File: src/rtl/i2c_mstr_pkg.sv
`timescale 1ns/1ps
package i2c_mstr_pkg;
  localparam int BYTE_W = 8;
  localparam int OFS_W  = 3;

  localparam logic [OFS_W-1:0] OFS_ADDR = 3'd0;
  localparam logic [OFS_W-1:0] OFS_TX0  = 3'd1;
  localparam logic [OFS_W-1:0] OFS_TX1  = 3'd2;
  localparam logic [OFS_W-1:0] OFS_RX0  = 3'd3;
  localparam logic [OFS_W-1:0] OFS_RX1  = 3'd4;
  localparam logic [OFS_W-1:0] OFS_CTL  = 3'd5;

  localparam int CTL_LEN = 0;
  localparam int CTL_GO  = 1;
  localparam int CTL_NAK = 2;

  typedef enum logic [1:0] {SQ_IDLE, SQ_START, SQ_BIT, SQ_STOP} sq_state_e;
endpackage

File: src/rtl/i2c_qtr_tick.sv
`timescale 1ns/1ps
module i2c_qtr_tick #(
  parameter int QTR_CYC = 5
) (
  input  logic clk,
  input  logic rst_n,
  input  logic run,
  output logic tick
);
  localparam int CW = (QTR_CYC > 1) ? $clog2(QTR_CYC) : 1;
  localparam logic [CW-1:0] LAST = CW'(QTR_CYC - 1);

  logic [CW-1:0] cnt;

  always_ff @(posedge clk or negedge rst_n) begin
    if (!rst_n)          cnt <= '0;
    else if (!run)       cnt <= '0;
    else if (cnt == LAST) cnt <= '0;
    else                 cnt <= cnt + 1'b1;
  end

  assign tick = run && (cnt == LAST);
endmodule

File: src/rtl/i2c_regs.sv
`timescale 1ns/1ps
module i2c_regs
  import i2c_mstr_pkg::*;
(
  input  logic              clk,
  input  logic              rst_n,
  input  logic              wr,
  input  logic [OFS_W-1:0]  sel,
  input  logic [BYTE_W-1:0] wdata,
  output logic [BYTE_W-1:0] rdata,
  input  logic              done,
  input  logic              nak_set,
  input  logic              rx_we0,
  input  logic              rx_we1,
  input  logic [BYTE_W-1:0] rx_byte,
  output logic              go,
  output logic              busy,
  output logic              len2,
  output logic [BYTE_W-1:0] dev_byte,
  output logic [BYTE_W-1:0] tx0,
  output logic [BYTE_W-1:0] tx1
);
  logic              nak;
  logic [BYTE_W-1:0] rx0, rx1;

  assign go = wr && (sel == OFS_CTL) && wdata[CTL_GO] && !busy;

  always_ff @(posedge clk or negedge rst_n) begin
    if (!rst_n) begin
      dev_byte <= '0;
      tx0      <= '0;
      tx1      <= '0;
      len2     <= 1'b0;
    end else if (wr && !busy) begin
      case (sel)
        OFS_ADDR: dev_byte <= wdata;
        OFS_TX0:  tx0      <= wdata;
        OFS_TX1:  tx1      <= wdata;
        OFS_CTL:  len2     <= wdata[CTL_LEN];
        default:  ;
      endcase
    end
  end

  always_ff @(posedge clk or negedge rst_n) begin
    if (!rst_n) begin
      busy <= 1'b0;
      nak  <= 1'b0;
    end else begin
      if (go)        busy <= 1'b1;
      else if (done) busy <= 1'b0;
      if (go)           nak <= 1'b0;
      else if (nak_set) nak <= 1'b1;
    end
  end

  always_ff @(posedge clk or negedge rst_n) begin
    if (!rst_n) begin
      rx0 <= '0;
      rx1 <= '0;
    end else begin
      if (rx_we0) rx0 <= rx_byte;
      if (rx_we1) rx1 <= rx_byte;
    end
  end

  always_comb begin
    case (sel)
      OFS_ADDR: rdata = dev_byte;
      OFS_TX0:  rdata = tx0;
      OFS_TX1:  rdata = tx1;
      OFS_RX0:  rdata = rx0;
      OFS_RX1:  rdata = rx1;
      OFS_CTL:  rdata = {5'b0, nak, busy, len2};
      default:  rdata = '0;
    endcase
  end

  AST_ADDR_LOCKED: assert property (@(posedge clk) disable iff (!rst_n)
    (busy && wr && sel == OFS_ADDR) |=> $stable(dev_byte));
  AST_NAK_CLEAR_ON_GO: assert property (@(posedge clk) disable iff (!rst_n)
    $rose(busy) |-> !nak);
endmodule

File: src/rtl/i2c_seq.sv
`timescale 1ns/1ps
module i2c_seq
  import i2c_mstr_pkg::*;
(
  input  logic              clk,
  input  logic              rst_n,
  input  logic              go,
  input  logic              tick,
  input  logic [BYTE_W-1:0] dev_byte,
  input  logic [BYTE_W-1:0] tx0,
  input  logic [BYTE_W-1:0] tx1,
  input  logic              len2,
  input  logic              sda_in,
  output logic              run,
  output logic              scl_oe,
  output logic              sda_oe,
  output logic              done,
  output logic              nak_set,
  output logic              rx_we0,
  output logic              rx_we1,
  output logic [BYTE_W-1:0] rx_byte
);
  sq_state_e         st;
  logic [1:0]        ph;
  logic [3:0]        bitc;
  logic [1:0]        bytei;
  logic [BYTE_W-1:0] shreg;
  logic              sda_q;
  logic              drive_low;

  logic              rd;
  logic [1:0]        last_byte;
  logic [BYTE_W-1:0] cur_tx;
  logic              chk_ack;
  logic              ack_end;

  assign rd        = dev_byte[0];
  assign last_byte = len2 ? 2'd2 : 2'd1;
  assign cur_tx    = (bytei == 2'd2) ? tx1 : tx0;
  assign chk_ack   = (bytei == 2'd0) || !rd;
  assign ack_end   = (st == SQ_BIT) && tick && (ph == 2'd3) && (bitc == 4'd8);

  always_comb begin
    case (st)
      SQ_START: scl_oe = (ph == 2'd3);
      SQ_BIT:   scl_oe = !ph[1];
      SQ_STOP:  scl_oe = (ph == 2'd0);
      default:  scl_oe = 1'b0;
    endcase
  end

  always_comb begin
    case (st)
      SQ_START: drive_low = (ph != 2'd0);
      SQ_STOP:  drive_low = (ph != 2'd3);
      SQ_BIT: begin
        if (bitc == 4'd8)        drive_low = (bytei != 2'd0) && rd && (bytei != last_byte);
        else if (bytei == 2'd0)  drive_low = !dev_byte[~bitc[2:0]];
        else if (rd)             drive_low = 1'b0;
        else                     drive_low = !cur_tx[~bitc[2:0]];
      end
      default:  drive_low = 1'b0;
    endcase
  end

  always_ff @(posedge clk or negedge rst_n) begin
    if (!rst_n) sda_q <= 1'b0;
    else        sda_q <= drive_low;
  end
  assign sda_oe = sda_q;

  always_ff @(posedge clk or negedge rst_n) begin
    if (!rst_n) begin
      st    <= SQ_IDLE;
      ph    <= '0;
      bitc  <= '0;
      bytei <= '0;
      shreg <= '0;
    end else begin
      case (st)
        SQ_IDLE: if (go) begin
          st    <= SQ_START;
          ph    <= '0;
          bitc  <= '0;
          bytei <= '0;
        end
        SQ_START: if (tick) begin
          if (ph == 2'd3) begin
            st <= SQ_BIT;
            ph <= '0;
          end else ph <= ph + 2'd1;
        end
        SQ_BIT: if (tick) begin
          ph <= ph + 2'd1;
          if (ph == 2'd3) begin
            if (bitc != 4'd8) begin
              if (bytei != 2'd0 && rd) shreg <= {shreg[BYTE_W-2:0], sda_in};
              bitc <= bitc + 4'd1;
            end else begin
              bitc <= '0;
              if ((chk_ack && sda_in) || bytei == last_byte) st <= SQ_STOP;
              else bytei <= bytei + 2'd1;
            end
          end
        end
        SQ_STOP: if (tick) begin
          if (ph == 2'd3) st <= SQ_IDLE;
          else            ph <= ph + 2'd1;
        end
        default: st <= SQ_IDLE;
      endcase
    end
  end

  assign run     = (st != SQ_IDLE);
  assign done    = (st == SQ_STOP) && tick && (ph == 2'd3);
  assign nak_set = ack_end && chk_ack && sda_in;
  assign rx_we0  = ack_end && rd && (bytei == 2'd1);
  assign rx_we1  = ack_end && rd && (bytei == 2'd2);
  assign rx_byte = shreg;

  AST_SDA_STEADY_SCL_HIGH: assert property (@(posedge clk) disable iff (!rst_n)
    (st == SQ_BIT && $past(st == SQ_BIT) && !scl_oe && $past(!scl_oe)) |-> $stable(sda_oe));
  AST_LAST_READ_NACK: assert property (@(posedge clk) disable iff (!rst_n)
    (st == SQ_BIT && $past(st == SQ_BIT) && ph == 2'd2 && bitc == 4'd8 && rd && bytei == last_byte) |-> !sda_oe);
endmodule

File: src/rtl/i2c_reg_master.sv
`timescale 1ns/1ps
module i2c_reg_master
  import i2c_mstr_pkg::*;
#(
  parameter int QTR_CYC = 5
) (
  input  logic              clk,
  input  logic              rst_n,
  input  logic              reg_wr,
  input  logic [OFS_W-1:0]  reg_sel,
  input  logic [BYTE_W-1:0] reg_wdata,
  output logic [BYTE_W-1:0] reg_rdata,
  output logic              scl_oe,
  output logic              sda_oe,
  input  logic              sda_in
);
  logic              go, busy, len2, tick, run, done, nak_set, rx_we0, rx_we1;
  logic [BYTE_W-1:0] dev_byte, tx0, tx1, rx_byte;

  i2c_regs u_regs (
    .clk(clk), .rst_n(rst_n), .wr(reg_wr), .sel(reg_sel), .wdata(reg_wdata),
    .rdata(reg_rdata), .done(done), .nak_set(nak_set), .rx_we0(rx_we0),
    .rx_we1(rx_we1), .rx_byte(rx_byte), .go(go), .busy(busy), .len2(len2),
    .dev_byte(dev_byte), .tx0(tx0), .tx1(tx1)
  );

  i2c_qtr_tick #(.QTR_CYC(QTR_CYC)) u_tick (
    .clk(clk), .rst_n(rst_n), .run(run), .tick(tick)
  );

  i2c_seq u_seq (
    .clk(clk), .rst_n(rst_n), .go(go), .tick(tick), .dev_byte(dev_byte),
    .tx0(tx0), .tx1(tx1), .len2(len2), .sda_in(sda_in), .run(run),
    .scl_oe(scl_oe), .sda_oe(sda_oe), .done(done), .nak_set(nak_set),
    .rx_we0(rx_we0), .rx_we1(rx_we1), .rx_byte(rx_byte)
  );

  AST_BUS_FREE_AT_END: assert property (@(posedge clk) disable iff (!rst_n)
    $fell(busy) |-> (!scl_oe && !sda_oe));
  AST_BUSY_MEANS_RUN: assert property (@(posedge clk) disable iff (!rst_n)
    (busy && $past(busy)) |-> run);
endmodule

File: config.mk
export PLATFORM = sky130hd
export DESIGN_NAME = i2c_reg_master
export DESIGN_NICKNAME = d
export VERILOG_FILES = /design/src/rtl/i2c_mstr_pkg.sv /design/src/rtl/i2c_qtr_tick.sv /design/src/rtl/i2c_regs.sv /design/src/rtl/i2c_seq.sv /design/src/rtl/i2c_reg_master.sv
export SDC_FILE = /design/constraint.sdc
export NUM_CORES = 1
export LEC_CHECK = 0
export ABC_AREA = 1
export ABC_CLOCK_PERIOD_IN_PS = 1800
export CAP_MARGIN = 20
export CORE_MARGIN = 10
export CORE_UTILIZATION = 50
export CTS_CLUSTER_SIZE = 16
export DETAILED_ROUTE_END_ITERATION = 7
export PLACE_DENSITY_LB_ADDON = 0.08
export SYNTH_ARGS = -nofsm -noshare
export SYNTH_HDL_FRONTEND = slang
export SYNTH_SLANG_ARGS = --single-unit
File: constraint.sdc
create_clock -name clk -period 1.8 [get_ports clk]
set_clock_uncertainty 0.15 [all_clocks]
set_input_delay 0.36 -clock clk [delete_from_list [all_inputs] [get_ports clk]]
set_output_delay 0.36 -clock clk [all_outputs]
set_load 0.005 [all_outputs]
* Word level (Yosys, flattened, before mapping)
Index checks and enable logic that the tools add are counted.
Cells by class: $add $sub $neg 4, $lt $le $gt $ge 1, eq/ne operators 28, muxes and demuxes 45, bitwise logic cells 1, reductions and logical operators 44
Operators with widths (number):
- $pmux W8 S6 | 1
- $mux W2 | 20
- $logic_and A1 B1 Y1 | 18
- $mux W4 | 4
- $pmux W2 S4 | 2
- $ne A2 B2 Y1 const B | 7
- $reduce_bool A2 Y1 | 6
- $ne A2 B1 Y1 const B | 5
- $reduce_and A5 Y1 | 2
- $eq A3 B3 Y1 const B | 3
- $mux W1 | 9
- $reduce_and A9 Y1 | 1
- $eq A2 B2 Y1 const B | 4
- $mux W8 | 1
- $pmux W4 S2 | 1
- $reduce_and A2 Y1 | 4
- $bmux W1 S3 | 2
- $eq A3 B2 Y1 const B | 2
- $logic_not A2 Y1 | 3
- $mux W3 | 2
- $pmux W1 S3 | 2
- $reduce_and A6 Y1 | 1
- $logic_not A1 Y1 | 5
- $add A2 B1 Y2 const B | 2
- other kinds (14) | 16
Storage, ports and cells: register bits 65, bits of input ports 15, output and inout bits 10, word-level logic and storage cells 138

* Logic depth before layout (Yosys ltp)
Gate-level depths: netlist (run 1).
depth in word-level cells 9, gate-level depth with buffers 14, mapped depth without buffers 14

* Cells and area by module
From an unflattened synthesis (run 1), not the netlist that was laid out.
Unflattened totals: cell total of the unflattened synthesis 480, area, all modules 3817.4 sq um
Modules (own cells, without submodules):
- i2c_regs | instances 1, cells an instance 258, area each 2132.0 sq um, seq. area each 1076.0 sq um
- i2c_seq | instances 1, cells an instance 202, area each 1524.0 sq um, seq. area each 475.5 sq um
- i2c_qtr_tick | instances 1, cells an instance 20, area each 161.4 sq um, seq. area each 75.1 sq um

* Worst setup path after synthesis (run 1)
Ideal clock, no wire load.
path kind register -> register, start point register u_seq.st[0], end point register u_regs.rx1[6], setup time 0.121 ns, arrival time 1.594 ns, required time 1.529 ns, slack -0.065 ns, cell stages (with the launch flop) 12, buffers on the path 1, period minus slack after synthesis 1.865 ns, cells stage by stage dfrtp_1 > inv_1 > ha_1 > inv_1 > nand2_2 > nor2_4 > nand2_1 > nor2_2 > nand3_2 > buf_2 > nand2_1 > o21ai_1
On the way: longest elaborated chain between the ends 7, elaborated cells between the ends (all ways) 8, those cells by class eq/ne (1); reduce/logical (7)
RTL lines:
- start: declaration | RTL line i2c_seq.sv:23 | sq_state_e st;
- start signal: assignment | RTL line i2c_seq.sv:74 | st <= SQ_IDLE;
- start signal: assignment | RTL line i2c_seq.sv:82 | st <= SQ_START;
- start signal: assignment | RTL line i2c_seq.sv:89 | st <= SQ_BIT;
- $reduce_bool A2 Y1 | RTL line i2c_seq.sv:115 | assign run = (st != SQ_IDLE);
- $logic_and A1 B1 Y1 | RTL line i2c_qtr_tick.sv:22 | assign tick = run && (cnt == LAST);
- $logic_and A1 B1 Y1 (*) (3 in a row) | RTL line i2c_seq.sv:41 | assign ack_end = (st == SQ_BIT) && tick && (ph == 2'd3) && (bitc == 4'd8);
- $logic_and A1 B1 Y1 (*) (2 in a row) | RTL line i2c_seq.sv:119 | assign rx_we1 = ack_end && rd && (bytei == 2'd2);
- end signal: assignment | RTL line i2c_regs.sv:63 | if (rx_we1) rx1 <= rx_byte;
- end: declaration | RTL line i2c_regs.sv:24 | logic [BYTE_W-1:0] rx0, rx1;
Mark *: on every way between the ends. The rest lies on a longest branch, timed or not. A chain may end at the register's enable or synchronous reset.

* Worst setup path in the final report (run 1)
start point register u_seq.st[1], end point output scl_oe
On the way: longest elaborated chain between the ends 2, elaborated cells between the ends (all ways) 4, those cells by class eq/ne (3); mux (1)
RTL lines:
- $eq A2 B2 Y1 / $eq A2 B1 Y1 (equally long branches) | RTL line i2c_seq.sv:44 | case (st)
- $pmux W1 S3 (*) | RTL line i2c_seq.sv:44
- end: declaration | RTL line i2c_reg_master.sv:13 | output logic scl_oe,
Marked as above.

==> reports/qor.tcl, run 1 <==
set qor(rsz0062_at_grt) {yes}
set qor(setup-tns-final_ns) -1.80
set qor(synth_flop_cell) {sky130_fd_sc_hd__dfrtp_1}
set qor(initialDrtViolationCount) 174
set qor(synthDominantCellAreaShare_pct) 46.3
set qor(htree_num_levels) 3
set qor(grt_use_total_pct) 17.2
set qor(crit_start) {u_seq.st[1]}
set qor(timing.hold.worst.class) {flop to flop}
set qor(numPlacedInstances) 598
set qor(layout-drive-gt1-share_pct) 41.7
set qor(post-route-period-util_pct) 109
set qor(core_region_area_um2) 6790
set qor(routed_wire_length_per_instance_um) 15.7
set qor(area.growth.synth_to_final_pct) 46.7
set qor(worst_setup_path_start_kind) {flop}
set qor(timing.rr.start) {u_seq.st[1]}
set qor(violations_in_the_final_reports) {setup timing}
set qor(synth.ff_latch_count) 65
set qor(chipHeight_um) 104
set qor(routed-via-count) 3297
set qor(net_count_of_the_finished_layout) 564
set qor(result_of_the_run) {finished with violations}
set qor(cap_viol_max_count) 0
set qor(critical_path_class) {flop to output pin}
set qor(num-fill-cells) 467
set qor(number_of_global_route_vias_before_repair) 3131
set qor(clock_latency_reported_for_the_late_side_of_the_worst_skew_pair_ns) 0.35
set qor(ys_async_rst_share_pct) 100
set qor(wirelength_um) 9970
set qor(tritoncts.num_buffers) 9
set qor(yosysUniqueCellTypes) 39
set qor(critical_path.max_fanout) 3
set qor(synth-edff-count) 0
set qor(tritoncts_sink_count) 65
set qor(drcViolationCount) 0
set qor(hpwl_um) 6560
set qor(arrival_time_of_the_worst_setup_path_ns) 1.46
set qor(synth.cell_area_um2) 3510
set qor(post_drt_via_cell_ratio) 5.19
set qor(synth_fp_nets) 456
set qor(ant_cells) 0
set qor(average_size_of_a_mapped_cell_um2) 8.22
set qor(grt_first_pass_wirelength_um) 15400
set qor(finalMaxSlewViolations) 0
set qor(final_period_minus_worst_setup_slack_ns) 1.97
set qor(peak_supply_drop_mv) 1.08
set qor(cts.root.buffer_cell) {sky130_fd_sc_hd__clkbuf_8}
set qor(design.die.area_um2) 10800
set qor(synthMostInstantiatedCell) {sky130_fd_sc_hd__nand2_1}
set qor(ys_top_cells_by_area) {sky130_fd_sc_hd__dfrtp_1, sky130_fd_sc_hd__nand2_1, sky130_fd_sc_hd__inv_1}
set qor(max-slew-margin-rel_pct) 76.5
set qor(place.gp.congestion) 0.841
set qor(worst_pin_slew_ns) 0.353
set qor(power_leakage_nw) 2.45
set qor(hold_viol_final) 0
set qor(yosys_warnings) 0
set qor(io_buffer_count) 24
set qor(postRouteAntennaNets) 0
set qor(cts.clk_slew.worst_paths_ns) 0.07
set qor(place_worst_setup_slack_ns) -0.868
set qor(ctsLongestPathBuffers) 2
set qor(io_pins) 25
set qor(finalSetupViolations) 27
set qor(start_util_pct) 51.7
set qor(die-width_um) 104
set qor(critPathCaptureType) {output pin}
set qor(power-per-cell-area_nw_per_um2) 1330
set qor(syn-instance-count) 427
set qor(setup_slack_ns) -0.169
set qor(synth.cells.most_frequent) {sky130_fd_sc_hd__nand2_1, sky130_fd_sc_hd__dfrtp_1, sky130_fd_sc_hd__inv_1}
set qor(maxClockFrequency_ghz) 0.508
set qor(tritoncts) {done}
set qor(yosysTopAreaCell) {sky130_fd_sc_hd__dfrtp_1}
set qor(synth_seq_area_share_pct) 46.3
set qor(finalNonFillerCells) 635
set qor(worstHoldStart) {u_regs.tx0[4]}
set qor(grt_max_degree) 66
set qor(worst-endpoint-required_ns) 1.29
set qor(postLayoutCoreUtil_pct) 75.8
set qor(std_cell_rows) 30
set qor(antenna_found_initial) 0
set qor(drtPass1Iterations) 5
set qor(grt_total_ovfl) 0
[logic make-up (layout without fill, tap and decap cells)]
family | after synthesis | after routing | share of synthesized area (%)
AND/OR/NAND/NOR | 163 | 163 | 22.0
AO/OA/AOI/OAI | 105 | 105 | 17.7
buffers and inverters | 79 | 191 | 8.66
flip-flops | 65 | 65 | 46.3
adder cells (fa/ha/maj) | 14 | 14 | 4.99
XOR/XNOR | 1 | 1 | 0.250
[layer usage]
layer | global-route usage [%] | vias up | share of wire [%]
met5 | 0 | - | 0
met4 | 7.36 | 0 | 2.3
met3 | 2.54 | 23 | 4.7
met2 | 26.2 | 81 | 47
met1 | 23.7 | 1585 | 46
li1 | - | 1608 | -
[state kept, by name, summed over array words and instances (netlist names), 2 cells and up]
signal / flops
u_regs.tx1: 8
u_seq.ph: 2
u_regs.tx0: 8
u_tick.cnt: 3
u_seq.rx_byte: 8
u_regs.rx0: 8
u_regs.rx1: 8
u_seq.bitc: 4
u_seq.bytei: 2
u_seq.st: 2
u_regs.dev_byte: 8
[power breakdown]
| group | switching (mW) | internal, mW | total (mW) |
|---|---|---|---|
| sequential | 0.284 | 1.80 | 2.08 |
| clock | 0.579 | 0.672 | 1.25 |
| combinational | 1.87 | 1.63 | 3.50 |
[cell usage in the layout, fill, tap and decap left out, types with 11 or more instances in the layout]
cell type,netlist,routed
sky130_fd_sc_hd__buf_4,0,66
sky130_fd_sc_hd__buf_6,0,12
sky130_fd_sc_hd__clkdlybuf4s50_1,0,11
sky130_fd_sc_hd__dfrtp_1,65,64
sky130_fd_sc_hd__inv_1,65,44
sky130_fd_sc_hd__inv_2,4,18
sky130_fd_sc_hd__nand2_1,114,87
sky130_fd_sc_hd__nand2_2,2,18
sky130_fd_sc_hd__nand2_4,4,15
sky130_fd_sc_hd__nand3_1,19,17
sky130_fd_sc_hd__o21ai_0,47,39
sky130_fd_sc_hd__o21ai_1,22,20
[stage by stage]
stage	hold slack [ns]	power (mW)	area (um^2)
after floorplan	-0.0856	3.53	3520
after global placement	0.249	4.64	4310
after detailed placement	0.252	4.70	4310
after CTS	0.343	6.21	4660
after global routing	0.372	7.29	5150
final	0.338	6.83	5150
[repair_timing]
| item | CTS | global route |
|---|---|---|
| buffers inserted | 8 | 12 |
| endpoints found under the hold margin | 65 | 0 |
| cloned | 0 | 2 |
| hold buffers | 1 | 0 |
| endpoints found under the setup margin | 20 | 44 |
| gates resized for setup | 95 | 104 |
| pin swaps | 15 | 27 |
[final timing paths]
kind | to | slack (ns) | cells past startpoint
min in group asynchronous | u_regs.tx1[5] | 0.41 | 3
min reg2reg | u_regs.tx0[4] | 0.34 | 2
max reg2reg | u_seq.st[1] | -0.15 | 10
max in group asynchronous | u_seq.st[1] | 0.79 | 3
max | scl_oe | -0.17 | 7
min | u_regs.tx0[4] | 0.34 | 2
[area by class of cell]
class,count,area (um^2),area share (%)
clock inverters,4,53.8,1.05
inverters,70,284,5.52
flip-flops and latches,65,1630,31.6
clock buffers,11,141,2.75
repair buffers,106,941,18.3
well taps,96,120,2.33
multi-input cells,283,1980,38.5
[critical path: stages (launching register included)]
cell and delay (ns):
sky130_fd_sc_hd__dfrtp_2 0.47, sky130_fd_sc_hd__buf_6 0.14, sky130_fd_sc_hd__ha_4 0.15, sky130_fd_sc_hd__nand2_1 0.07
sky130_fd_sc_hd__nand3_2 0.07, sky130_fd_sc_hd__nand2_2 0.07, sky130_fd_sc_hd__inv_2 0.04, sky130_fd_sc_hd__buf_6 0.10
Power figures use the tool's default switching activity.
==> run 2: changes to the inputs <==
REMOVE_ABC_BUFFERS = 1   (was not set)
SLEW_MARGIN = 20   (was not set)
==> run 2 against run 1 <==
Clock-buffer cell count up 3. Fmax up 1.6%. Critical endpoint is now reg_rdata[5]. Sequential power about the same. Largest power group unchanged. Non-clock buffer count up 4. Sequential share of layout area down 0.43 points. Critical path depth down 4. Utilization up 0.98 points. The flow still finishes with violations (setup timing). Register-to-register slack better by 0.05 ns. Routed wire length up 1.3%. Worst hold slack about the same.
==> reports/qor.tcl, run 2 (same netlist as run 1, synthesis figures left out) <==
set qor(max-slew-margin-rel_pct) 63.9 ;# was 76.5%
set qor(peak_supply_drop_mv) 0.811 ;# was 1.08 mV
set qor(net_count_of_the_finished_layout) 568 ;# was 564
set qor(ant_cells) 0 ;# unchanged
set qor(hold-path-endpoint) {u_regs.dev_byte[5]} ;# was u_regs.tx0[4]
set qor(wirelength_um) 10100 ;# was 9970 um
set qor(most_frequent_standard_cell_in_the_layout_excluding_fill_and_tap_cells) {sky130_fd_sc_hd__nand2_1} ;# unchanged
set qor(place_worst_setup_slack_ns) -0.947 ;# was -0.868 ns
set qor(htree_num_levels) 3 ;# unchanged
set qor(hold_viol_final) 0 ;# unchanged
set qor(hpwl_um) 6830 ;# was 6560 um
set qor(min_path_cells) 2 ;# unchanged
set qor(std_cell_rows) 30 ;# unchanged
set qor(layout-drive-gt1-share_pct) 42.5 ;# was 41.7%
set qor(power_leakage_nw) 2.49 ;# was 2.45 nW
set qor(number_of_global_route_vias_before_repair) 3121 ;# was 3131
set qor(layout.cells.most_common_list) {sky130_fd_sc_hd__nand2_1, sky130_fd_sc_hd__buf_4, sky130_fd_sc_hd__dfrtp_1} ;# unchanged
set qor(result_of_the_run) {finished with violations} ;# unchanged
set qor(initialDrtViolationCount) 139 ;# was 174
set qor(routed_wire_length_per_instance_um) 15.8 ;# was 15.7 um
set qor(violations_in_the_final_reports) {setup timing} ;# unchanged
set qor(ctsLongestPathBuffers) 2 ;# unchanged
set qor(critPathCaptureType) {output pin} ;# unchanged
set qor(design.die.area_um2) 10800 ;# unchanged
set qor(setup_slack_ns) -0.137 ;# was -0.169 ns
set qor(chipHeight_um) 104 ;# unchanged
set qor(worstHoldStart) {u_regs.dev_byte[5]} ;# was u_regs.tx0[4]
set qor(post_drt_via_cell_ratio) 5.20 ;# was 5.19
set qor(timing.hold.worst.class) {flop to flop} ;# unchanged
set qor(timing.rr.start) {u_tick.cnt[0]} ;# was u_seq.st[1]
set qor(io_pins) 25 ;# unchanged
set qor(drcViolationCount) 0 ;# unchanged
set qor(tritoncts.num_buffers) 9 ;# unchanged
set qor(core_region_area_um2) 6790 ;# unchanged
set qor(grt_first_pass_wirelength_um) 15200 ;# was 15400 um
set qor(critical_path_class) {flop to output pin} ;# unchanged
set qor(maxClockFrequency_ghz) 0.516 ;# was 0.508 GHz
set qor(reg2regPathDepth) 12 ;# was 10
set qor(final_period_minus_worst_setup_slack_ns) 1.94 ;# was 1.97 ns
set qor(power-per-cell-area_nw_per_um2) 1260 ;# was 1330 nW/um^2
set qor(io_buffer_count) 24 ;# unchanged
set qor(grt_total_ovfl) 0 ;# unchanged
set qor(dpl-instance-area_um2) 4380 ;# was 4310 um^2
set qor(grt_max_degree) 30 ;# was 66
set qor(routed-via-count) 3325 ;# was 3297
set qor(r2r-end) {u_regs.rx0[7]} ;# was u_seq.st[1]
set qor(finalSetupViolations) 33 ;# was 27
set qor(rsz0062_at_grt) {yes} ;# unchanged
set qor(die-width_um) 104 ;# unchanged
set qor(arrival_time_of_the_worst_setup_path_ns) 1.43 ;# was 1.46 ns
set qor(finalMaxSlewViolations) 0 ;# unchanged
set qor(tritoncts_sink_count) 65 ;# unchanged
set qor(cts.clk_slew.worst_paths_ns) 0.07 ;# about the same
set qor(grt_use_total_pct) 17.0 ;# was 17.2%
set qor(clock_latency_reported_for_the_late_side_of_the_worst_skew_pair_ns) 0.35 ;# about the same
set qor(worst-endpoint-required_ns) 1.29 ;# about the same
set qor(postRouteAntennaNets) 0 ;# unchanged
set qor(critical_path.max_fanout) 2 ;# was 3
set qor(worst_pin_slew_ns) 0.541 ;# was 0.353 ns
set qor(post-route-period-util_pct) 108 ;# was 109%
set qor(cap_viol_max_count) 0 ;# unchanged
set qor(reg2reg_setup_slack_ns) -0.10 ;# was -0.15 ns
set qor(tritoncts) {done} ;# unchanged
set qor(worst_setup_path_start_kind) {flop} ;# unchanged
set qor(postLayoutCellArea_um2) 5210 ;# was 5150 um^2
set qor(drtPass1Iterations) 5 ;# unchanged
set qor(num-fill-cells) 482 ;# was 467
set qor(start_util_pct) 51.7 ;# unchanged
set qor(antenna_found_initial) 0 ;# unchanged
set qor(area.growth.synth_to_final_pct) 48.6 ;# was 46.7%
set qor(cts.root.buffer_cell) {sky130_fd_sc_hd__clkbuf_8} ;# unchanged
set qor(place.gp.congestion) 0.867 ;# was 0.841
run 2: how the worst max path moves through the flow:
| stage | slack, ns | depth (start not counted) | end | startpoint |
|---|---|---|---|---|
| 2_1_floorplan | -0.17 | 6 | u_seq.rx_byte[0] | u_seq.bitc[0] |
| 3_3_place_gp | -0.89 | 7 | reg_rdata[5] | reg_sel[2] |
| 3_5_place_dp | -0.95 | 7 | reg_rdata[5] | reg_sel[2] |
| 4_1_cts | -0.11 | 5 | reg_rdata[5] | u_regs.tx1[5] |
| 5_1_grt | -0.21 | 10 | u_seq.st[0] | u_seq.st[0] |
| 6_report | -0.14 | 3 | reg_rdata[5] | u_regs.rx1[5] |
run 2: final cells by class:
class | count | area, um^2 | area share [%]
clock buffers | 14 | 173 | 3.31
clock inverters | 2 | 35.0 | 0.672
inverters | 70 | 277 | 5.30
multi-input cells | 283 | 1990 | 38.3
flip-flops and latches | 65 | 1630 | 31.2
well taps | 96 | 120 | 2.30
repair buffers | 110 | 988 | 19.0
run 2: critical path, stage by stage (launching register included):
cell and delay, ns:
sky130_fd_sc_hd__dfrtp_1 0.43, sky130_fd_sc_hd__a221oi_4 0.34, sky130_fd_sc_hd__o221ai_1 0.16, sky130_fd_sc_hd__buf_2 0.15
run 2: power breakdown:
group | internal [mW] | switching (mW) | total (mW) | leakage, nW
Sequential | 1.79 | 0.260 | 2.05 | 0.847
Clock | 0.753 | 0.574 | 1.33 | 0.107
Combinational | 1.48 | 1.69 | 3.18 | 1.54
Total | 4.03 | 2.52 | 6.56 | 2.49
run 2: routing by layer:
metal / wire, um / vias to the layer above / part of all wire (%) / track usage [%]
met5: 0 / - / 0 / 0
met1: 4430 / 1597 / 44 / 22.7
li1: - / 1620 / - / -
met2: 5000 / 87 / 49 / 27.1
met4: 190 / 0 / 1.9 / 5.07
met3: 477 / 21 / 4.7 / 3.53
run 2: timing repair:
action                                  in CTS  in global routing
setup buffers                                5                 11
endpoints found under the setup margin      21                 43
resized for setup                          104                101
hold endpoints to repair                    18                  0
pin swaps                                   13                 19
gates cloned                                 0                  3
hold buffers                                 1                  0
run 2: through the flow:
step	hold slack [ns]	TNS [ns]	cells	power (mW)	util [%]
2_1_floorplan	-0.0856	-2.39	418	3.52	-
3_3_place_gp	0.212	-15.78	604	4.61	64.5
3_5_place_dp	0.211	-17.20	604	4.70	64.5
4_1_cts	0.345	-0.335	626	6.17	69.7
5_1_grt	0.377	-4.88	640	7.03	76.7
6_report	0.338	-1.58	640	6.56	76.7
==> run 3: changes to the inputs <==
SLEW_MARGIN = 40   (was 20)
==> results of run 3 <==
Same layout as run 2: the final DEF is identical, and so are final timing and power.
